<file path="src/rtl/isplit_pkg.sv">
package isplit_pkg;
  typedef enum logic {
    ST_START    = 1'b0,
    ST_COMPLETE = 1'b1
  } splitState_t;

  typedef enum logic [1:0] {
    RSP_DONE  = 2'b00,
    RSP_MDATA = 2'b01,
    RSP_NYET  = 2'b10
  } csResp_t;

  typedef struct packed {
    logic issueSs;
    logic issueCs;
    logic gotoComplete;
    logic gotoStart;
    logic clearActive;
    logic flagErr;
    logic advance;
    logic skip;
  } seqStrobe_t;
endpackage

</file>
<file path="src/rtl/isplit_ctrl.sv">
module isplit_ctrl
  import isplit_pkg::*;
(
  input  logic       fire,
  input  logic       active,
  input  logic       dirIn,
  input  logic       state,
  input  logic       ssHit,
  input  logic       lastSs,
  input  logic       csHit,
  input  logic       prevOk,
  input  logic       lastCs,
  input  logic [1:0] resp,
  input  logic       boundary,
  output seqStrobe_t strobe
);
  always_comb begin
    strobe = '0;
    if (fire) begin
      if (!active) begin
        strobe.skip = 1'b1;
      end else if (state == ST_START) begin
        if (ssHit) begin
          strobe.issueSs = 1'b1;
          if (dirIn) strobe.gotoComplete = 1'b1;
          else if (lastSs) strobe.clearActive = 1'b1;
        end
      end else if (csHit) begin
        if (!prevOk) begin
          strobe.clearActive = 1'b1;
          strobe.flagErr     = 1'b1;
        end else begin
          strobe.issueCs = 1'b1;
          case (resp)
            RSP_MDATA: strobe.advance = 1'b1;
            RSP_NYET: begin
              if (lastCs) begin
                strobe.clearActive = 1'b1;
                strobe.flagErr     = 1'b1;
              end
            end
            RSP_DONE: begin
              if (boundary) strobe.gotoStart = 1'b1;
              else strobe.clearActive = 1'b1;
            end
            default: ;
          endcase
        end
      end
    end
  end
endmodule

</file>
<file path="src/rtl/isplit_dp.sv">
module isplit_dp
  import isplit_pkg::*;
#(
  parameter int NUF = 8
) (
  input  logic           clk,
  input  logic           rstN,
  input  logic           fire,
  input  logic           active,
  input  logic           state,
  input  logic [NUF-1:0] sMask,
  input  logic [NUF-1:0] cMask,
  input  logic [NUF-1:0] cProg,
  input  logic [NUF-1:0] uFrame,
  input  seqStrobe_t     strobe,
  output logic           ssHit,
  output logic           lastSs,
  output logic           csHit,
  output logic           prevOk,
  output logic           lastCs,
  output logic           readyQ,
  output logic           outValid,
  output logic           outActive,
  output logic           outState,
  output logic [NUF-1:0] outCProg,
  output logic           outIssueSs,
  output logic           outIssueCs,
  output logic           outAdvance,
  output logic           outErr,
  output logic           outSkip
);
  localparam logic [NUF-1:0] ONE = NUF'(1);

  function automatic logic [NUF-1:0] topBit(input logic [NUF-1:0] v);
    logic [NUF-1:0] r;
    r = '0;
    for (int i = 0; i < NUF; i++) begin
      if (v[i]) begin
        r    = '0;
        r[i] = 1'b1;
      end
    end
    return r;
  endfunction

  logic [NUF-1:0] belowMask, aboveMask, lowerCs, nearCs, nextProg;

  always_comb begin
    belowMask = uFrame - ONE;
    aboveMask = ~(uFrame | belowMask);
    ssHit     = |(sMask & uFrame);
    csHit     = |(cMask & uFrame);
    lastSs    = ~|(sMask & aboveMask);
    lastCs    = ~|(cMask & aboveMask);
    lowerCs   = cMask & belowMask;
    nearCs    = topBit(lowerCs);
    prevOk    = (lowerCs == '0) || (|(cProg & nearCs));
    if (strobe.gotoComplete)  nextProg = '0;
    else if (strobe.issueCs)  nextProg = cProg | uFrame;
    else                      nextProg = cProg;
  end

  always_ff @(posedge clk) begin
    if (!rstN) begin
      readyQ     <= 1'b0;
      outValid   <= 1'b0;
      outActive  <= 1'b0;
      outState   <= 1'b0;
      outCProg   <= '0;
      outIssueSs <= 1'b0;
      outIssueCs <= 1'b0;
      outAdvance <= 1'b0;
      outErr     <= 1'b0;
      outSkip    <= 1'b0;
    end else begin
      readyQ     <= 1'b1;
      outValid   <= fire;
      outIssueSs <= strobe.issueSs;
      outIssueCs <= strobe.issueCs;
      outAdvance <= strobe.advance;
      outErr     <= strobe.flagErr;
      outSkip    <= strobe.skip;
      if (fire) begin
        outActive <= active & ~strobe.clearActive;
        outState  <= strobe.gotoComplete ? ST_COMPLETE :
                     strobe.gotoStart    ? ST_START    : state;
        outCProg  <= nextProg;
      end
    end
  end
endmodule

</file>
<file path="src/rtl/isplit_seq.sv">
module isplit_seq
  import isplit_pkg::*;
#(
  parameter int NUF = 8
) (
  input  logic           clk,
  input  logic           rstN,
  input  logic           inValid,
  output logic           inReady,
  input  logic           inActive,
  input  logic           inDirIn,
  input  logic           inState,
  input  logic [NUF-1:0] inSMask,
  input  logic [NUF-1:0] inCMask,
  input  logic [NUF-1:0] inCProg,
  input  logic [NUF-1:0] inUFrame,
  input  logic [1:0]     inResp,
  input  logic           inBoundary,
  output logic           outValid,
  output logic           outActive,
  output logic           outState,
  output logic [NUF-1:0] outCProg,
  output logic           outIssueSs,
  output logic           outIssueCs,
  output logic           outAdvance,
  output logic           outErr,
  output logic           outSkip
);
  seqStrobe_t strobe;
  logic fire, ssHit, lastSs, csHit, prevOk, lastCs;

  assign fire = inValid & inReady;

  isplit_ctrl uCtrl (
    .fire(fire), .active(inActive), .dirIn(inDirIn), .state(inState),
    .ssHit(ssHit), .lastSs(lastSs), .csHit(csHit), .prevOk(prevOk),
    .lastCs(lastCs), .resp(inResp), .boundary(inBoundary), .strobe(strobe)
  );

  isplit_dp #(.NUF(NUF)) uDp (
    .clk(clk), .rstN(rstN), .fire(fire), .active(inActive), .state(inState),
    .sMask(inSMask), .cMask(inCMask), .cProg(inCProg), .uFrame(inUFrame),
    .strobe(strobe), .ssHit(ssHit), .lastSs(lastSs), .csHit(csHit),
    .prevOk(prevOk), .lastCs(lastCs), .readyQ(inReady), .outValid(outValid),
    .outActive(outActive), .outState(outState), .outCProg(outCProg),
    .outIssueSs(outIssueSs), .outIssueCs(outIssueCs),
    .outAdvance(outAdvance), .outErr(outErr), .outSkip(outSkip)
  );
endmodule

</file>
<file path="config.mk">
export PLATFORM = sky130hd
export DESIGN_NAME = isplit_seq
export DESIGN_NICKNAME = d
export VERILOG_FILES = /design/src/rtl/isplit_pkg.sv /design/src/rtl/isplit_ctrl.sv /design/src/rtl/isplit_dp.sv /design/src/rtl/isplit_seq.sv
export SDC_FILE = /design/constraint.sdc
export NUM_CORES = 1
export LEC_CHECK = 0
export BUFFER_PORTS_ARGS = -buffer_cell sky130_fd_sc_hd__buf_2
export CORE_MARGIN = 2
export CORE_UTILIZATION = 48
export DETAILED_ROUTE_END_ITERATION = 8
export GPL_TIMING_DRIVEN = 0
export PLACE_DENSITY = 0.84
export SYNTH_ARGS = -nofsm -noshare
export SYNTH_HDL_FRONTEND = slang
export SYNTH_HIERARCHICAL = 1
export SYNTH_SLANG_ARGS = --single-unit
</file>
<file path="constraint.sdc">
create_clock -name clk -period 5.7 [get_ports clk]
set_clock_uncertainty 0.1 [all_clocks]
set_input_delay 1.14 -clock clk [delete_from_list [all_inputs] [get_ports clk]]
set_output_delay 1.14 -clock clk [all_outputs]
set_load 0.01 [all_outputs]
</file>
==> results_dict.tcl <==
set metrics [dict create \
    min_period_over_period 0.702 \
    min-delay-start "uDp/outState$_SDFFE_PN0P_" \
    busiest_layer "met2" \
    antenna_found_initial 0 \
    antenna_cells 0 \
    die-width_um 53.0 \
    firstDrtPassIters 5 \
    grt_first_pass_wirelength_um 5510 \
    routed_wl_um 3460 \
    slew_headroom 0.738 \
    netlist_area_um2 1150 \
    synth-edff-count 0 \
    drt_iter0_drc 62 \
    hold_buffers 0 \
    status "complete, no violations" \
    synthXorXnorAreaFrac 0 \
    cts-root-buf "clkbuf_4" \
    critPathKind "in -> reg" \
    r2r_slack_ns 3.76 \
    critPathTopFamily "compound AO/OA/AOI/OAI gates" \
    grt_util_met2 0.469 \
    finalInstanceArea_um2 1500 \
    setup_viol 0 \
    post_dp_cell_area_um2 1470 \
    vias 1343 \
    first_global_vias 1375 \
    syn-instance-count 143 \
    port_buffers 57 \
    final_core_util 0.672 \
    ir_worst_vdd_v 0.000233 \
    vias_per_cell 5.79 \
    final_nets 254 \
    yosysWarnings 6 \
    p_leak_nw 0.769 \
    fin_setup_tns_ns 0 \
    synth.avg_cell_area_um2 8.06 \
    synthAdderAreaFrac 0.0869 \
    ys_async_sr_fraction 0 \
    layout_min_cycle_time_ns 4.00 \
    cts.htree.levels 1 \
    worst_setup_path_end_kind "register" \
    path_cells "buf_2 -> inv_1 -> nand3_1 -> or3_1 -> ha_1 -> a21boi_0 -> a311oi_1 -> a221o_1 -> o21ai_1 -> clkinv_1 -> or2_4 -> inv_1 -> clkbuf_1 -> a21oi_1 -> o22ai_1 -> and2_1" \
    synth_top_family_by_area "compound AO/OA/AOI/OAI gates" \
    start_util 0.516 \
    grt_max_degree 11 \
    yosys.area.top_type "dfxtp_1" \
    drive_above_1_share 0.328 \
    cts_tree "done" \
    grt_use_total 0.268 \
    path_max_fanout 9 \
    ys_seq_elements 17 \
    max_slew.worst_pin.slew_ns 0.388 \
    ys_seq_area_frac 0.295 \
    start_kind "input pin" \
    rows 17 \
    cap_violations 0 \
    grt-ovfl-total 0 \
    synthSimpleGateAreaFrac 0.233 \
    ys_types 39 \
    reg2reg_from "uDp/readyQ$_DFF_P_" \
    cp_common_cell "inv_1" \
    maxSlewViolCount 0 \
    synth_top_area_share 0.295 \
    die_y_um 53.0 \
    hold_class "reg -> reg" \
    clk_latency_ns 0.29 \
    rsz0062_at_grt "no" \
    hold_viol_final 0 \
    drc_errors 0 \
    syn2layout_area_growth_pct 30.2 \
    path_buf_inv 5 \
    io_pins 58 \
    use_met3 0.0763 \
    synth_compound_area_frac 0.294 \
    worst_ep_arrival_time_ns 4.13 \
    slowest_stage "or3_1" \
    coreArea_um2 2230 \
    cts_buffers 3 \
    required_ns 5.83 \
    gr-usage-met1 0.310 \
    synthMuxAreaShare 0 \
    synth_fp_nets 192 \
    fmax_mhz 250 \
    gp_congestion 0.915 \
    mostFrequentLayoutCells "59 x buf_2, 22 x inv_1, 17 x and2_1, 17 x dfxtp_1, 12 x a22oi_1" \
    holdPathStages 2 \
    wl_per_cell_um 14.9 \
    worst_r2r_path_depth 8 \
    power_density_nw_per_um2 178 \
    dp_hpwl_um 2870 \
    path_clk_slew_ns 0.10 \
    holdPathEnd "uDp/outState$_SDFFE_PN0P_" \
    post_cts_buffers 0 \
    ys_top_cells_by_area "dfxtp_1 30%, and2_1 9.2%, ha_1 8.7%, a22oi_1 7.8%, inv_1 7.2%" \
    ys_dominant_reg_cell "dfxtp_1" \
    r2r-end "uDp/outCProg[2]$_SDFFE_PN0P_" \
    cts.path.max_buffers 2 \
    clock-sinks 17 \
    cts_resized 0 \
    ant_nets 0 \
    cp_slowest_stage_delay_ns 0.33 \
    layout_commonest_cell "buf_2" \
    die-area_um2 2810 \
]
## flip-flops by register name (all words and copies together) (netlist names)
register	count
uDp/outActive	1
uDp/outAdvance	1
uDp/outCProg	8
uDp/outErr	1
uDp/outIssueCs	1
uDp/outIssueSs	1
uDp/outSkip	1
uDp/outState	1
uDp/outValid	1
uDp/readyQ	1
## per-layer routing
layer | vias up | wire [um] | share of wire
li1 | 651 | - | -
met1 | 607 | 1310 | 0.38
met2 | 81 | 1730 | 0.50
met3 | 4 | 392 | 0.11
met4 | 0 | 21 | 0.0061
met5 | - | 0 | 0
## cell type report
| class | instances | area, um2 |
|---|---|---|
| fillers | 212 | 733 |
| multi-input cells | 99 | 708 |
| flip-flops and latches | 17 | 340 |
| repair buffers | 57 | 285 |
| inverters | 23 | 86.3 |
| well taps | 28 | 35.0 |
| clock buffers | 3 | 22.5 |
| plain buffers | 4 | 17.5 |
| clock inverters | 1 | 5.00 |
## metrics by stage
stage | std cells | total power [W] | setup slack [ns] | hold slack (ns)
finish | 232 | 0.000267 | 1.70 | 0.427
global route | 232 | 0.000281 | 1.52 | 0.477
CTS | 232 | 0.000268 | 1.75 | 0.432
detailed placement | 228 | 0.000204 | 1.46 | 0.401
global placement | 228 | 0.000201 | 1.55 | 0.394
floorplan | 143 | 0.000168 | 1.98 | 0.433
## where the power goes
part	leakage [nW]	internal, W	switching, W
logic	0.612	0.0000354	0.0000426
clock network	0.0177	0.0000261	0.0000375
registers	0.139	0.000123	0.00000196
## how the worst max path moves through the flow
stage | from | endpoint | cells past startpoint
floorplan | inUFrame[2] | uDp/outCProg[0]$_SDFFE_PN0P_ | 15
global placement | inUFrame[2] | uDp/outCProg[1]$_SDFFE_PN0P_ | 16
detailed placement | inUFrame[2] | uDp/outCProg[2]$_SDFFE_PN0P_ | 16
CTS | inUFrame[2] | uDp/outCProg[2]$_SDFFE_PN0P_ | 16
global route | inUFrame[2] | uDp/outCProg[2]$_SDFFE_PN0P_ | 16
finish | inUFrame[2] | uDp/outCProg[2]$_SDFFE_PN0P_ | 16
## worst register-to-register path, delay by kind of cell (launching register included)
family / cells / cell delay (ns)
simple gates: 4 / 0.82
flops: 1 / 0.34
compound gates: 2 / 0.26
buf+inv: 2 / 0.36
## synthesized netlist by cell type (2+ instances only)
cell       n
a21oi_1   11
a222oi_1   2
a22oi_1   12
and2_1    17
and3_1     3
buf_2      2
clkbuf_1   2
dfxtp_1   17
ha_1       8
inv_1     22
nand2_1    4
nand3_1    4
nand4_1    2
nor2_1     3
o211a_1    2
o22ai_1    9
## cell families after synthesis
family	after synthesis
AO/OA/AOI/OAI	48
AND/OR/NAND/NOR	43
buffers and inverters	27
flip-flops	17
adder cells (fa/ha/maj)	8
(Power assumes the default switching activity.)
